**src/rtl/ext_irq_pkg.sv**
```systemverilog
package ext_irq_pkg;
  typedef enum logic {
    TRIG_LEVEL = 1'b0,
    TRIG_EDGE  = 1'b1
  } trig_mode_e;

  localparam int unsigned SYNC_DEPTH = 2;

  // edge set has priority over any clear source
  function automatic logic flag_next(logic cur, logic set_evt, logic wr, logic wdata, logic clr);
    if (set_evt)  return 1'b1;
    if (wr)       return wdata;
    if (clr)      return 1'b0;
    return cur;
  endfunction
endpackage

```
**src/rtl/ext_irq_sync.sv**
```systemverilog
module ext_irq_sync #(
  parameter int unsigned WIDTH  = 6,
  parameter int unsigned STAGES = 2
) (
  input  logic             clk_i,
  input  logic             rst_ni,
  input  logic [WIDTH-1:0] d_i,
  output logic [WIDTH-1:0] q_o
);
  logic [WIDTH-1:0] stage_q [STAGES];

  for (genvar s = 0; s < STAGES; s++) begin : g_stage
    always_ff @(posedge clk_i or negedge rst_ni) begin
      if (!rst_ni) stage_q[s] <= '1;
      else if (s == 0) stage_q[s] <= d_i;
      else stage_q[s] <= stage_q[(s == 0) ? 0 : s-1];
    end
  end

  assign q_o = stage_q[STAGES-1];
endmodule

```
**src/rtl/ext_irq_fall_det.sv**
```systemverilog
module ext_irq_fall_det #(
  parameter int unsigned WIDTH = 6
) (
  input  logic             clk_i,
  input  logic             rst_ni,
  input  logic [WIDTH-1:0] lvl_i,
  output logic [WIDTH-1:0] fall_o
);
  logic [WIDTH-1:0] prev_q;

  always_ff @(posedge clk_i or negedge rst_ni) begin
    if (!rst_ni) prev_q <= '1;
    else         prev_q <= lvl_i;
  end

  assign fall_o = prev_q & ~lvl_i;
endmodule

```
**src/rtl/ext_irq_cfg_chan.sv**
```systemverilog
module ext_irq_cfg_chan
  import ext_irq_pkg::*;
#(
  parameter int unsigned NUM = 2
) (
  input  logic           clk_i,
  input  logic           rst_ni,
  input  logic [NUM-1:0] lvl_i,
  input  logic [NUM-1:0] fall_i,
  input  logic [NUM-1:0] mode_i,
  input  logic [NUM-1:0] wr_i,
  input  logic [NUM-1:0] wdata_i,
  input  logic [NUM-1:0] ack_i,
  output logic [NUM-1:0] pend_o
);
  for (genvar i = 0; i < NUM; i++) begin : g_ch
    trig_mode_e mode;
    logic       flag_q, flag_d;

    assign mode = trig_mode_e'(mode_i[i]);

    always_comb begin
      if (mode == TRIG_EDGE) flag_d = flag_next(flag_q, fall_i[i], wr_i[i], wdata_i[i], ack_i[i]);
      else                   flag_d = 1'b0;  // latched flag discarded in level mode
    end

    always_ff @(posedge clk_i or negedge rst_ni) begin
      if (!rst_ni) flag_q <= 1'b0;
      else         flag_q <= flag_d;
    end

    assign pend_o[i] = (mode == TRIG_EDGE) ? flag_q : ~lvl_i[i];
  end
endmodule

```
**src/rtl/ext_irq_fix_flags.sv**
```systemverilog
module ext_irq_fix_flags
  import ext_irq_pkg::*;
#(
  parameter int unsigned NUM = 4
) (
  input  logic           clk_i,
  input  logic           rst_ni,
  input  logic [NUM-1:0] fall_i,
  input  logic           wr_i,
  input  logic [NUM-1:0] wdata_i,
  output logic [NUM-1:0] pend_o
);
  logic [NUM-1:0] flag_q, flag_d;

  for (genvar j = 0; j < NUM; j++) begin : g_bit
    assign flag_d[j] = flag_next(flag_q[j], fall_i[j], wr_i, wdata_i[j], 1'b0);
  end

  always_ff @(posedge clk_i or negedge rst_ni) begin
    if (!rst_ni) flag_q <= '0;
    else         flag_q <= flag_d;
  end

  assign pend_o = flag_q;
endmodule

```
**src/rtl/ext_irq_cond.sv**
```systemverilog
module ext_irq_cond
  import ext_irq_pkg::*;
#(
  parameter int unsigned NUM_CFG = 2,
  parameter int unsigned NUM_FIX = 4
) (
  input  logic               clk_i,
  input  logic               rst_ni,
  input  logic [NUM_CFG-1:0] cfg_pin_ni,
  input  logic [NUM_CFG-1:0] cfg_mode_i,
  input  logic [NUM_CFG-1:0] cfg_wr_i,
  input  logic [NUM_CFG-1:0] cfg_wdata_i,
  input  logic [NUM_CFG-1:0] vec_ack_i,
  input  logic [NUM_FIX-1:0] fix_pin_ni,
  input  logic               fix_wr_i,
  input  logic [NUM_FIX-1:0] fix_wdata_i,
  output logic [NUM_CFG-1:0] cfg_pend_o,
  output logic [NUM_FIX-1:0] fix_pend_o
);
  localparam int unsigned NUM_PIN = NUM_CFG + NUM_FIX;

  logic [NUM_PIN-1:0] pin_sync, pin_fall;

  ext_irq_sync #(.WIDTH(NUM_PIN), .STAGES(SYNC_DEPTH)) u_sync (
    .clk_i, .rst_ni, .d_i({fix_pin_ni, cfg_pin_ni}), .q_o(pin_sync)
  );

  ext_irq_fall_det #(.WIDTH(NUM_PIN)) u_fall (
    .clk_i, .rst_ni, .lvl_i(pin_sync), .fall_o(pin_fall)
  );

  ext_irq_cfg_chan #(.NUM(NUM_CFG)) u_cfg (
    .clk_i, .rst_ni,
    .lvl_i  (pin_sync[NUM_CFG-1:0]),
    .fall_i (pin_fall[NUM_CFG-1:0]),
    .mode_i (cfg_mode_i),
    .wr_i   (cfg_wr_i),
    .wdata_i(cfg_wdata_i),
    .ack_i  (vec_ack_i),
    .pend_o (cfg_pend_o)
  );

  ext_irq_fix_flags #(.NUM(NUM_FIX)) u_fix (
    .clk_i, .rst_ni,
    .fall_i (pin_fall[NUM_PIN-1:NUM_CFG]),
    .wr_i   (fix_wr_i),
    .wdata_i(fix_wdata_i),
    .pend_o (fix_pend_o)
  );
endmodule

```
**config.mk**
```make
export PLATFORM = sky130hd
export DESIGN_NAME = ext_irq_cond
export DESIGN_NICKNAME = d
export VERILOG_FILES = /design/src/rtl/ext_irq_pkg.sv /design/src/rtl/ext_irq_sync.sv /design/src/rtl/ext_irq_fall_det.sv /design/src/rtl/ext_irq_cfg_chan.sv /design/src/rtl/ext_irq_fix_flags.sv /design/src/rtl/ext_irq_cond.sv
export SDC_FILE = /design/constraint.sdc
export NUM_CORES = 1
export LEC_CHECK = 0
export BUFFER_PORTS_ARGS = -buffer_cell sky130_fd_sc_hd__buf_2
export CAP_MARGIN = 20
export CORE_MARGIN = 4
export CORE_UTILIZATION = 48
export DETAILED_ROUTE_END_ITERATION = 10
export PLACE_DENSITY = 0.76
export SLEW_MARGIN = 20
export SYNTH_ARGS = -nofsm -noshare
export SYNTH_HDL_FRONTEND = slang
export SYNTH_HIERARCHICAL = 1
export SYNTH_SLANG_ARGS = --single-unit
```
**constraint.sdc**
```tcl
create_clock -name clk_i -period 1.3 [get_ports clk_i]
set_input_delay 0.39 -clock clk_i [delete_from_list [all_inputs] [get_ports clk_i]]
set_output_delay 0.39 -clock clk_i [all_outputs]
set_load 0.02 [all_outputs]
```
# Word level (Yosys, flattened, before mapping)
# Index checks and enable logic that the tools add are counted.
dict set report totals {
  ff_bits 24
  input_bits 21
  out_inout_bits 6
  wordCells 78
}
dict set report classes {
  n_eq_ne 2
  mux 59
  n_bitwise 4
  n_reduce_logical 4
}
# op count
set ops {}
lappend ops {{two-way mux 1 bit} 59}
lappend ops {{!= test 4 x 1 -> 1 bit, second input constant} 2}
lappend ops {{nonzero test 2 bit} 4}
lappend ops {{bitwise AND 6 bit} 1}
lappend ops {{inverter 6 bit} 1}
lappend ops {{inverter 1 bit} 2}

# Depth between registers and ports, before layout
# Gate-level depths: netlist of the first run.
dict set report depth {
  word_depth 13
  depth_mapped 4
  depth_no_buf 3
}

# Cells and area by module
# The synthesis of the first run kept the hierarchy.
# mod instances cells_per_inst area_each_um2 seq_area_each_um2
set by_module_without_submodules {}
lappend by_module_without_submodules {ext_irq_sync 1 18 360.3 315.3}
lappend by_module_without_submodules {ext_irq_fall_det 1 12 240.2 157.7}
lappend by_module_without_submodules {ext_irq_fix_flags 1 12 162.7 100.1}
lappend by_module_without_submodules {ext_irq_cfg_chan 1 12 110.1 50.0}

# Worst setup path after synthesis of the first run
# OpenSTA, ideal clock, no wires.
dict set report synth_timing {
  kind {register to output}
  from {register u_sync.stage_q, in the netlist u_sync/q_o[0]}
  to {output port cfg_pend_o[0]}
  arrival_ns 0.954
  required_ns 0.910
  slack_ns -0.044
  stages_incl_launch_ff 3
  n_path_buf 1
  cell_sequence {dfstp_2 -> buf_4 -> o21ai_0}
}
dict set report synth_via {
  elab_chain_len 2
}
# item line
set synth_lines {}
lappend synth_lines {{start, declared} ext_irq_sync.sv:10} ;# logic [WIDTH-1:0] stage_q [STAGES];
lappend synth_lines {{start signal, assigned by index} ext_irq_sync.sv:15} ;# else if (s == 0) stage_q[s] <= d_i;
lappend synth_lines {{start signal, assigned by index} ext_irq_sync.sv:16} ;# else stage_q[s] <= stage_q[(s == 0) ? 0 : s-1];
lappend synth_lines {{inverter 1 bit} ext_irq_cfg_chan.sv:32} ;# assign pend_o[i] = (mode == TRIG_EDGE) ? flag_q : ~lvl_i[i];
lappend synth_lines {{two-way mux 1 bit} ext_irq_cfg_chan.sv:32}
lappend synth_lines {{end, declared} ext_irq_cond.sv:17} ;# output logic [NUM_CFG-1:0] cfg_pend_o,
# Every way passes these cells.

# Worst setup path after layout of the first run
dict set report layout_timing {
  from {register u_sync.stage_q, in the netlist u_sync/q_o[1]}
  to {output port cfg_pend_o[1]}
}
# Same word-level chain as after synthesis.

==> impl_metrics.prom, run 1 <==
# TYPE chip_impl_metric gauge
chip_impl_metric{name="fill_cells",unit=""} 134
chip_impl_metric{name="finish.instance_area",unit="mm²"} 0.00108
chip_impl_info{name="worst_path_dominant_cell_family",value="flip-flops"} 1
chip_impl_metric{name="timing_max_transition_violations_final",unit=""} 0
chip_impl_metric{name="port_buffers",unit=""} 26
chip_impl_metric{name="wl",unit="µm"} 1130
chip_impl_metric{name="clock_h_tree_levels",unit=""} 1
chip_impl_metric{name="yosys.area_share.adder",unit="%"} 0
chip_impl_metric{name="drt-initial-drc-count",unit=""} 4
chip_impl_metric{name="vias",unit=""} 450
chip_impl_metric{name="worst_ir_drop_vdd",unit="V"} 0.000928
chip_impl_metric{name="total_inserted_antenna_cells",unit=""} 0
chip_impl_metric{name="critical_path.max_fanout",unit=""} 2
chip_impl_metric{name="gr-usage-all-layers",unit="%"} 10.8
chip_impl_info{name="synth_top_family_by_area",value="simple AND/OR/NAND/NOR gates"} 1
chip_impl_metric{name="core_area",unit="mm²"} 0.00173
chip_impl_metric{name="synthDistinctLibCells",unit=""} 12
chip_impl_info{name="timing.critical_path.slowest_stage_cell",value="dfstp_2"} 1
chip_impl_metric{name="initial_core_utilization",unit="%"} 50.6
chip_impl_metric{name="muxShareOfSynthArea",unit="%"} 0
chip_impl_metric{name="chipWidth",unit="µm"} 50.7
chip_impl_metric{name="power_frac_comb",unit="%"} 10.4
chip_impl_metric{name="drt_pass1_iterations",unit=""} 2
chip_impl_metric{name="finish.net_count",unit=""} 102
chip_impl_metric{name="place_hpwl",unit="µm"} 818
chip_impl_metric{name="pwr-share-seq",unit="%"} 55.7
chip_impl_info{name="setup.worst_path.start_class",value="flip-flop"} 1
chip_impl_metric{name="grt_max_degree",unit=""} 25
chip_impl_info{name="failed_checks",value="negative setup slack"} 1
chip_impl_info{name="ctsRootBufferMaster",value="clkbuf_4"} 1
chip_impl_info{name="most_used_cells_in_the_layout_excluding_fill_and_tap_cells",value="buf_2 (23), dfstp_2 (18), dfrtp_1 (6), nor2b_4 (6), nor2b_1 (4)"} 1
chip_impl_info{name="status",value="finished, violations left"} 1
chip_impl_metric{name="post-route-drc-count",unit=""} 0
chip_impl_metric{name="place_congestion",unit=""} 0.647
chip_impl_metric{name="p_leak",unit="nW"} 0.498
chip_impl_metric{name="synth_simple_gate_area_share",unit="%"} 15.2
chip_impl_metric{name="synthesis.nets",unit=""} 75
chip_impl_metric{name="clkTransAtPathRegs",unit="ps"} 120
chip_impl_metric{name="period_share",unit="%"} 110
chip_impl_metric{name="clock.fmax",unit="MHz"} 700
chip_impl_metric{name="total_global_routing_overflow",unit=""} 0
chip_impl_metric{name="critical_path_arrival",unit="ps"} 1040
chip_impl_metric{name="power_frac_clock",unit="%"} 33.9
chip_impl_metric{name="switching_share",unit="%"} 19.3
chip_impl_metric{name="die-area",unit="mm²"} 0.00257
chip_impl_metric{name="worst-slew-pin-transition",unit="ps"} 483
chip_impl_metric{name="cts-buffers-inserted",unit=""} 3
chip_impl_metric{name="max-cap-violations",unit=""} 0
chip_impl_metric{name="cts_buffer_depth",unit=""} 2
chip_impl_metric{name="global_route_wire_length_before_repair",unit="µm"} 1970
chip_impl_metric{name="post_synthesis_xor_xnor_area_fraction",unit="%"} 0
chip_impl_metric{name="synthCells",unit=""} 54
chip_impl_metric{name="total_setup_violations_reported_at_the_end_of_the_flow",unit=""} 2
chip_impl_metric{name="critical_path.max_stage_delay",unit="ps"} 560
chip_impl_metric{name="crit_buf_inv",unit=""} 1
chip_impl_info{name="grt_setup_unrepaired",value="yes"} 1
chip_impl_metric{name="postPlaceCellArea",unit="µm²"} 990
chip_impl_metric{name="drt-wirelength-per-cell",unit="µm"} 10.8
chip_impl_metric{name="slew-limit-headroom",unit="%"} 67.8
chip_impl_info{name="worstHoldPathType",value="input pin to asynchronous set/reset pin"} 1
chip_impl_metric{name="number_of_global_route_vias_before_repair",unit=""} 494
chip_impl_metric{name="switching_power",unit="µW"} 289
chip_impl_metric{name="num_rows",unit=""} 15
chip_impl_metric{name="die_height",unit="µm"} 50.7
chip_impl_metric{name="fraction_of_the_mapped_netlist_area_in_compound_gates",unit="%"} 8.31
chip_impl_metric{name="top_level_ports",unit=""} 27
chip_impl_info{name="setup.worst_path.end_class",value="output port"} 1
chip_impl_metric{name="clock_sinks",unit=""} 24
chip_impl_metric{name="critPathRequiredTime",unit="ps"} 910
chip_impl_info{name="layout.cells.most_common",value="buf_2"} 1
chip_impl_metric{name="power_density",unit="mW/mm²"} 1380
chip_impl_metric{name="tns",unit="ps"} -254
chip_impl_metric{name="antenna_found_initial",unit=""} 0
chip_impl_metric{name="drive_gt1_share",unit="%"} 75.0
chip_impl_info{name="setup.worst_path.class",value="flip-flop to output port"} 1
chip_impl_metric{name="fin_ws",unit="ps"} -129
chip_impl_metric{name="shortest_period_the_worst_path_allows",unit="ps"} 1430
chip_impl_metric{name="ys_seq_elements",unit=""} 24
chip_impl_metric{name="synthesis.area_per_instance",unit="µm²"} 16.2
chip_impl_metric{name="fin_skew",unit="ps"} 2.53
chip_impl_metric{name="route.antenna.remaining_nets",unit=""} 0
chip_impl_metric{name="final_core_utilization",unit="%"} 62.8
chip_impl_metric{name="insertion_delay",unit="ps"} 300
chip_impl_metric{name="yosysSeqAreaShare",unit="%"} 71.3
chip_impl_metric{name="synthesis.area",unit="µm²"} 873
chip_impl_info{name="cts_tree",value="built"} 1
chip_impl_metric{name="int_power",unit="mW"} 1.21
chip_impl_metric{name="post_drt_via_cell_ratio",unit=""} 4.29
chip_impl_metric{name="flow.area_growth_from_synthesis",unit="%"} 24.1
chip_impl_info{name="critical_path.cell_chain",value="o21ai_2, buf_6"} 1
chip_impl_metric{name="fin_hold_viols",unit=""} 0
chip_impl_metric{name="yosysWarnings",unit=""} 6
[through the flow]
step	setup slack [ps]	std cells	power (mW)	hold slack, ps
floorplan	112	54	0.927	94.4
global placement	136	99	0.981	346
detailed placement	104	99	0.985	347
CTS	-167	105	1.51	28.2
global route	-184	105	1.58	32.8
finish	-129	105	1.50	31.0
[sequential cells by signal (all words and copies together) (netlist names)]
| name | count |
|---|---|
| u_fall/prev_q | 6 |
| u_sync/q_o | 6 |
| u_sync/stage_q | 6 |
| u_fix/pend_o | 4 |
| u_cfg/g_ch.flag_q | 2 |
[path summary, 6_finish.rpt]
path	from	end	slack [ps]	depth (start not counted)
worst max-delay path	u_sync/q_o[1]$_DFF_PN1_	cfg_pend_o[1]	-130	2
worst min-delay path	rst_ni	u_fix/pend_o[1]$_DFFE_PN0P_	30	1
worst max register to register	u_sync/q_o[1]$_DFF_PN1_	u_cfg/g_ch[1].flag_q$_DFFE_PN0P_	270	4
worst min register to register	u_sync/stage_q[11]$_DFF_PN1_	u_sync/q_o[5]$_DFF_PN1_	360	0
max in group asynchronous	rst_ni	u_sync/q_o[3]$_DFF_PN1_	920	1
min in group clk_i	cfg_pin_ni[1]	u_sync/stage_q[7]$_DFF_PN1_	170	1
[cells in the mapped netlist]
cell / n / share of area [%]
dfstp_2: 18 / 54
buf_4: 6 / 5.2
dfrtp_1: 6 / 17
nor2b_4: 6 / 9.5
nor2b_1: 4 / 2.9
a211o_1: 2 / 2.0
a211o_2: 2 / 2.3
a21boi_1: 2 / 1.7
a21oi_1: 2 / 1.1
nand2_1: 2 / 0.86
o21ai_0: 2 / 1.1
or3b_1: 2 / 2.0
[layer usage]
metal	track usage (%)	up-vias	part of all wire [%]
met2	18.9	9	58
met1	11.1	213	36
met4	8.07	0	1.2
met5	0	-	0
li1	-	226	-
met3	2.67	2	5.0
[layout make-up]
cell class	count	area, µm²	area share (%)
flip-flops and latches	24	623	57.5
multi-input cells	24	213	19.6
repair buffers	28	164	15.1
well taps	25	31.3	2.89
clock inverters	1	30.0	2.77
clock buffers	3	22.5	2.08
[power by group through the flow]
| stage | Clock (mW) | Sequential [mW] | Combinational (mW) |
|---|---|---|---|
| 3_5_place_dp | 0 | 0.849 | 0.136 |
| 6_report | 0.508 | 0.835 | 0.155 |
| 5_1_grt | 0.573 | 0.842 | 0.170 |
| 3_3_place_gp | 0 | 0.847 | 0.134 |
| 2_1_floorplan | 0 | 0.853 | 0.0733 |
| 4_1_cts | 0.527 | 0.835 | 0.149 |
[logic make-up after synthesis]
kind of cell,after synthesis
AOI/OAI and AO/OA,10
and+or+nand+nor,14
DFF,24
buffers and inverters,6
[repair_timing]
item                                    CTS  global route
gates cloned                              0             0
gates resized for setup                   3             5
hold buffers                              0             0
buffers inserted                          2             0
endpoints found under the setup margin    2             3
(Power assumes the default switching activity.)
==> inputs of run 2 (changes only) <==
--- a/config.mk
+++ b/config.mk
@@ -10,6 +10,7 @@
 export CORE_MARGIN = 4
 export CORE_UTILIZATION = 48
 export DETAILED_ROUTE_END_ITERATION = 10
+export GPL_TIMING_DRIVEN = 0
 export PLACE_DENSITY = 0.76
 export SLEW_MARGIN = 20
 export SYNTH_ARGS = -nofsm -noshare
==> impl_metrics.prom, run 2 (synthesized netlist as in run 1, its figures left out) <==
# TYPE chip_impl_metric gauge
chip_impl_metric{name="place_congestion",unit=""} 0.645
chip_impl_metric{name="flow.area_growth_from_synthesis",unit="%"} 25.4
chip_impl_metric{name="total_inserted_antenna_cells",unit=""} 0
chip_impl_metric{name="worst-slew-pin-transition",unit="ps"} 489
chip_impl_metric{name="initial_core_utilization",unit="%"} 50.6
chip_impl_metric{name="post-route-drc-count",unit=""} 0
chip_impl_metric{name="int_power",unit="mW"} 1.03
chip_impl_metric{name="grt_max_degree",unit=""} 25
chip_impl_info{name="most_used_cells_in_the_layout_excluding_fill_and_tap_cells",value="buf_2 (23), dfstp_2 (18), buf_4 (9)"} 1
chip_impl_metric{name="fin_ws",unit="ps"} -138
chip_impl_metric{name="gr-usage-all-layers",unit="%"} 11.5
chip_impl_metric{name="cts_buffer_depth",unit=""} 2
chip_impl_info{name="worstHoldPathType",value="input pin to asynchronous set/reset pin"} 1
chip_impl_info{name="status",value="finished, violations left"} 1
chip_impl_metric{name="place_hpwl",unit="µm"} 912
chip_impl_metric{name="clkTransAtPathRegs",unit="ps"} 120
chip_impl_info{name="worst_r2r_startpoint",value="u_sync/q_o[3]$_DFF_PN1_"} 1
chip_impl_metric{name="drt-initial-drc-count",unit=""} 0
chip_impl_metric{name="cts-buffers-inserted",unit=""} 3
chip_impl_metric{name="drive_gt1_share",unit="%"} 74.4
chip_impl_metric{name="switching_share",unit="%"} 22.0
chip_impl_metric{name="postPlaceCellArea",unit="mm²"} 0.00103
chip_impl_info{name="setup.worst_path.class",value="flip-flop to output port"} 1
chip_impl_metric{name="die-area",unit="mm²"} 0.00257
chip_impl_info{name="worst_r2r_dst",value="u_fix/pend_o[1]$_DFFE_PN0P_"} 1
chip_impl_metric{name="shortest_period_the_worst_path_allows",unit="ps"} 1440
chip_impl_metric{name="chipWidth",unit="µm"} 50.7
chip_impl_info{name="setup.worst_path.end_class",value="output port"} 1
chip_impl_metric{name="num_rows",unit=""} 15
chip_impl_metric{name="pre_cts_slack",unit="ps"} 94.8
chip_impl_metric{name="instances_no_fill",unit=""} 111
chip_impl_metric{name="fin_skew",unit="ps"} 8.53
chip_impl_metric{name="power_frac_clock",unit="%"} 23.8
chip_impl_metric{name="place_inst",unit=""} 105
chip_impl_metric{name="number_of_global_route_vias_before_repair",unit=""} 510
chip_impl_info{name="cts_tree",value="built"} 1
chip_impl_metric{name="drt-wirelength-per-cell",unit="µm"} 11.0
chip_impl_metric{name="core_area",unit="mm²"} 0.00173
chip_impl_metric{name="clock.fmax",unit="MHz"} 695
chip_impl_metric{name="total_global_routing_overflow",unit=""} 0
chip_impl_metric{name="final_core_utilization",unit="%"} 63.4
chip_impl_metric{name="pwr-share-seq",unit="%"} 62.9
chip_impl_metric{name="post_drt_via_cell_ratio",unit=""} 4.41
chip_impl_metric{name="max-cap-violations",unit=""} 0
chip_impl_metric{name="finish.net_count",unit=""} 108
chip_impl_metric{name="slew-limit-headroom",unit="%"} 67.4
chip_impl_metric{name="critPathRequiredTime",unit="ps"} 910
chip_impl_metric{name="total_setup_violations_reported_at_the_end_of_the_flow",unit=""} 2
chip_impl_metric{name="vias",unit=""} 490
chip_impl_info{name="failed_checks",value="negative setup slack"} 1
chip_impl_metric{name="antenna_found_initial",unit=""} 0
chip_impl_metric{name="drt_pass1_iterations",unit=""} 1
chip_impl_metric{name="clock_h_tree_levels",unit=""} 1
chip_impl_metric{name="worst_ir_drop_vdd",unit="V"} 0.000773
chip_impl_metric{name="p_leak",unit="nW"} 0.511
chip_impl_metric{name="die_height",unit="µm"} 50.7
chip_impl_metric{name="rrSetupSlack",unit="ps"} 230
chip_impl_metric{name="power_density",unit="mW/mm²"} 1200
chip_impl_metric{name="power_frac_comb",unit="%"} 13.3
chip_impl_info{name="layout.cells.most_common",value="buf_2"} 1
chip_impl_metric{name="route.antenna.remaining_nets",unit=""} 0
chip_impl_metric{name="critical_path.max_fanout",unit=""} 2
chip_impl_metric{name="top_level_ports",unit=""} 27
chip_impl_info{name="setup.worst_path.start_class",value="flip-flop"} 1
chip_impl_info{name="grt_setup_unrepaired",value="yes"} 1
chip_impl_metric{name="finish.instance_area",unit="mm²"} 0.00109
chip_impl_info{name="ctsRootBufferMaster",value="clkbuf_4"} 1
chip_impl_metric{name="global_route_wire_length_before_repair",unit="µm"} 2120
chip_impl_metric{name="switching_power",unit="µW"} 289
chip_impl_metric{name="critical_path_arrival",unit="ps"} 1050
chip_impl_metric{name="port_buffers",unit=""} 26
chip_impl_metric{name="fin_hold_viols",unit=""} 0
chip_impl_metric{name="period_share",unit="%"} 111
chip_impl_metric{name="ff2ff_path_depth",unit=""} 3
chip_impl_metric{name="timing_max_transition_violations_final",unit=""} 0
chip_impl_metric{name="insertion_delay",unit="ps"} 300
chip_impl_metric{name="wl",unit="µm"} 1220
chip_impl_metric{name="clock_sinks",unit=""} 24
chip_impl_metric{name="hold_slack",unit="ps"} 28.7
-- run 2: stage by stage --
step / total power [mW] / setup TNS, ps
global route: 1.40 / -368
floorplan: 0.927 / 0
finish: 1.32 / -249
detailed placement: 1.00 / 0
CTS: 1.32 / -304
global placement: 0.993 / 0
-- run 2: power by group through the flow --
| stage | clock network, mW | registers, mW | logic, mW |
|---|---|---|---|
| global route | 0.369 | 0.837 | 0.191 |
| CTS | 0.331 | 0.829 | 0.163 |
| floorplan | 0 | 0.853 | 0.0733 |
| detailed placement | 0 | 0.840 | 0.161 |
| global placement | 0 | 0.838 | 0.155 |
| finish | 0.314 | 0.830 | 0.175 |
-- run 2: area by class of cell --
type                            count  area, µm²
Buffer                              4       30.0
Clock buffer                        4       26.3
Fill cell                         129        632
Multi-Input combinational cell     24        209
Sequential cell                    24        623
Tap cell                           25       31.3
Timing Repair Buffer               30        175
-- run 2: per-layer routing --
metal,track usage (%),wire length [µm],up-vias
met2,20.9,697,9
met4,8.07,17,0
met5,0,0,-
met3,2.67,50,2
li1,-,-,239
met1,11.5,451,240
-- run 2: critical path, stage by stage, from the launching register on --
cell and delay, ps:
dfstp_2 550, o21ai_1 50, buf_4 150
-- run 2: repair_timing --
| item | 4_1_cts | 5_1_grt |
|---|---|---|
| setup buffers | 2 | 2 |
| resized for setup | 2 | 4 |
| hold buffers | 0 | 0 |
| setup endpoints to repair | 2 | 5 |
-- run 2: worst max-delay path by stage --
| stage | start | endpoint | slack [ps] | cells past startpoint |
|---|---|---|---|---|
| 2_1_floorplan | u_sync/q_o[0]$_DFF_PN1_ | cfg_pend_o[0] | 110 | 2 |
| 3_3_place_gp | u_sync/q_o[0]$_DFF_PN1_ | cfg_pend_o[0] | 90 | 3 |
| 3_5_place_dp | u_sync/q_o[0]$_DFF_PN1_ | cfg_pend_o[0] | 90 | 3 |
| 4_1_cts | u_sync/q_o[0]$_DFF_PN1_ | cfg_pend_o[0] | -160 | 2 |
| 5_1_grt | u_sync/q_o[0]$_DFF_PN1_ | cfg_pend_o[0] | -190 | 2 |
| 6_report | u_sync/q_o[0]$_DFF_PN1_ | cfg_pend_o[0] | -140 | 2 |
==> inputs of run 3 (changes only) <==
==> constraint.sdc (replaced) <==
create_clock -name clk_i -period 1.3 [get_ports clk_i]
set_input_delay 0.39 -clock clk_i [delete_from_list [all_inputs] [get_ports clk_i]]
set_output_delay 0.39 -clock clk_i [all_outputs]
set_load 0.005 [all_outputs]
==> impl_metrics.prom, run 3 (synthesized netlist as in run 1, its figures left out) <==
# TYPE chip_impl_metric gauge
chip_impl_metric{name="pwr-share-seq",unit="%"} 61.9
chip_impl_metric{name="route.antenna.remaining_nets",unit=""} 0
chip_impl_metric{name="total_setup_violations_reported_at_the_end_of_the_flow",unit=""} 2
chip_impl_metric{name="total_inserted_antenna_cells",unit=""} 0
chip_impl_metric{name="gr-usage-all-layers",unit="%"} 11.3
chip_impl_metric{name="post-route-drc-count",unit=""} 0
chip_impl_metric{name="report.power.total",unit="mW"} 1.34
chip_impl_metric{name="grt_max_degree",unit=""} 25
chip_impl_metric{name="clock_h_tree_levels",unit=""} 1
chip_impl_metric{name="chipWidth",unit="µm"} 50.7
chip_impl_metric{name="num_rows",unit=""} 15
chip_impl_metric{name="global_route_wire_length_before_repair",unit="µm"} 2060
chip_impl_metric{name="fin_hold_viols",unit=""} 0
chip_impl_info{name="setup.worst_path.end_class",value="output port"} 1
chip_impl_metric{name="switching_power",unit="µW"} 273
chip_impl_metric{name="critical_path_arrival",unit="ps"} 1030
chip_impl_metric{name="critical_path.max_fanout",unit=""} 2
chip_impl_info{name="timing.critical_path.slowest_stage_cell",value="dfstp_2"} 1
chip_impl_metric{name="port_buffers",unit=""} 26
chip_impl_metric{name="clock_sinks",unit=""} 24
chip_impl_metric{name="finish.net_count",unit=""} 106
chip_impl_metric{name="post_drt_via_cell_ratio",unit=""} 4.44
chip_impl_info{name="setup.worst_path.start_class",value="flip-flop"} 1
chip_impl_metric{name="insertion_delay",unit="ps"} 300
chip_impl_info{name="setup.worst_path.class",value="flip-flop to output port"} 1
chip_impl_info{name="worst_path_dominant_cell_family",value="flip-flops"} 1
chip_impl_info{name="layout.cells.most_common",value="buf_2"} 1
chip_impl_metric{name="power_frac_clock",unit="%"} 27.9
chip_impl_metric{name="drive_gt1_share",unit="%"} 75.0
chip_impl_info{name="failed_checks",value="negative setup slack"} 1
chip_impl_info{name="critPathLaunch",value="u_sync/q_o[1]$_DFF_PN1_"} 1
chip_impl_metric{name="max-cap-violations",unit=""} 0
chip_impl_metric{name="clkTransAtPathRegs",unit="ps"} 120
chip_impl_metric{name="wl",unit="µm"} 1180
chip_impl_metric{name="fin_skew",unit="ps"} 4.35
chip_impl_metric{name="shortest_period_the_worst_path_allows",unit="ps"} 1420
chip_impl_info{name="critical_path.cell_chain",value="o21ai_2, buf_2"} 1
chip_impl_metric{name="top_level_ports",unit=""} 27
chip_impl_info{name="status",value="finished, violations left"} 1
chip_impl_metric{name="int_power",unit="mW"} 1.06
chip_impl_metric{name="p_leak",unit="nW"} 0.503
chip_impl_metric{name="switching_share",unit="%"} 20.4
chip_impl_metric{name="power_density",unit="mW/mm²"} 1240
chip_impl_metric{name="period_share",unit="%"} 109
chip_impl_metric{name="drt-initial-drc-count",unit=""} 0
chip_impl_metric{name="drt-wirelength-per-cell",unit="µm"} 10.9
chip_impl_metric{name="crit_buf_inv",unit=""} 1
chip_impl_metric{name="flow.area_growth_from_synthesis",unit="%"} 23.1
chip_impl_metric{name="worst_ir_drop_vdd",unit="V"} 0.000958
chip_impl_metric{name="place_congestion",unit=""} 0.556
chip_impl_metric{name="instances_no_fill",unit=""} 109
chip_impl_info{name="ctsRootBufferMaster",value="clkbuf_4"} 1
chip_impl_metric{name="tns",unit="ps"} -231
chip_impl_metric{name="critPathRequiredTime",unit="ps"} 910
chip_impl_metric{name="total_global_routing_overflow",unit=""} 0
chip_impl_metric{name="critical_path.max_stage_delay",unit="ps"} 560
chip_impl_metric{name="cts_buffer_depth",unit=""} 2
chip_impl_metric{name="worst-slew-pin-transition",unit="ps"} 492
chip_impl_metric{name="drt_pass1_iterations",unit=""} 1
chip_impl_info{name="worst_r2r_startpoint",value="u_sync/q_o[3]$_DFF_PN1_"} 1
chip_impl_info{name="most_used_cells_in_the_layout_excluding_fill_and_tap_cells",value="buf_2 (26), dfstp_2 (18), dfrtp_1 (6), nor2b_4 (6), buf_4 (6)"} 1
chip_impl_metric{name="number_of_global_route_vias_before_repair",unit=""} 497
chip_impl_metric{name="die_height",unit="µm"} 50.7
chip_impl_metric{name="antenna_found_initial",unit=""} 0
chip_impl_metric{name="place_inst",unit=""} 105
chip_impl_metric{name="die-area",unit="mm²"} 0.00257
chip_impl_metric{name="place_hpwl",unit="µm"} 913
chip_impl_info{name="worstHoldPathType",value="input pin to asynchronous set/reset pin"} 1
chip_impl_metric{name="timing_max_transition_violations_final",unit=""} 0
chip_impl_metric{name="initial_core_utilization",unit="%"} 50.6
chip_impl_info{name="worst_r2r_dst",value="u_fix/pend_o[1]$_DFFE_PN0P_"} 1
chip_impl_metric{name="ff2ff_path_depth",unit=""} 3
chip_impl_metric{name="rrSetupSlack",unit="ps"} 230
chip_impl_metric{name="core_area",unit="mm²"} 0.00173
chip_impl_metric{name="power_frac_comb",unit="%"} 10.2
chip_impl_metric{name="cts-buffers-inserted",unit=""} 3
chip_impl_metric{name="fin_ws",unit="ps"} -116
chip_impl_metric{name="slew-limit-headroom",unit="%"} 67.2
chip_impl_info{name="grt_setup_unrepaired",value="yes"} 1
chip_impl_metric{name="vias",unit=""} 484
chip_impl_metric{name="fill_cells",unit=""} 155
chip_impl_metric{name="clock.fmax",unit="MHz"} 706
chip_impl_info{name="cts_tree",value="built"} 1
run 3: cell types whose count changed in the layout (fill, tap and decap cells not counted), sizes merged:
cell  before  now
buf       34   32
run 3: layout make-up:
class,instances,area (µm²),share of cell area (%)
repair buffers,28,145,13.5
plain buffers,4,30.0,2.79
clock buffers,4,36.3,3.38
multi-input cells,24,209,19.4
flip-flops and latches,24,623,58.0
well taps,25,31.3,2.91
run 3: timing repair:
item	4_1_cts	5_1_grt
hold buffers	0	0
endpoints found under the setup margin	2	2
gates resized for setup	2	1
setup buffers	2	0
run 3: routing by layer:
| metal | track usage, % | vias up | wire length (µm) | share of wire, % |
|---|---|---|---|---|
| met5 | 0 | - | 0 | 0 |
| met4 | 8.07 | 0 | 17 | 1.4 |
| met3 | 4.15 | 2 | 84 | 7.1 |
| met2 | 18.0 | 13 | 628 | 53 |
| met1 | 12.2 | 235 | 453 | 38 |
| li1 | - | 234 | - | - |
run 3: metrics by stage:
step	util (%)	setup WS (ps)	cell area, µm²	hold slack, ps
after floorplan	-	221	873	94.4
after detailed placement	59.9	97.6	1030	347
after CTS	62.0	-132	1070	35.6
final	62.2	-116	1070	30.2
after global routing	62.2	-168	1070	46.9
after global placement	59.9	110	1030	346
run 3: worst max-delay path by stage:
stage,endpoint,slack [ps],depth (start not counted)
2_1_floorplan,cfg_pend_o[0],220,2
3_3_place_gp,cfg_pend_o[0],110,3
3_5_place_dp,cfg_pend_o[1],100,3
4_1_cts,cfg_pend_o[1],-130,2
5_1_grt,cfg_pend_o[1],-170,2
6_report,cfg_pend_o[1],-120,2
run 3: worst register-to-register path, stage by stage, from the launching register on:
cell and delay, ps:
dfstp_2 540, buf_4 110, nor2b_4 30, a211o_2 290
run 3: power groups by stage:
stage / sequential (mW) / clock [mW] / combinational, mW
global placement: 0.837 / 0 / 0.134
global route: 0.835 / 0.417 / 0.153
detailed placement: 0.840 / 0 / 0.139
finish: 0.828 / 0.373 / 0.137
floorplan: 0.839 / 0 / 0.0668
CTS: 0.829 / 0.389 / 0.140
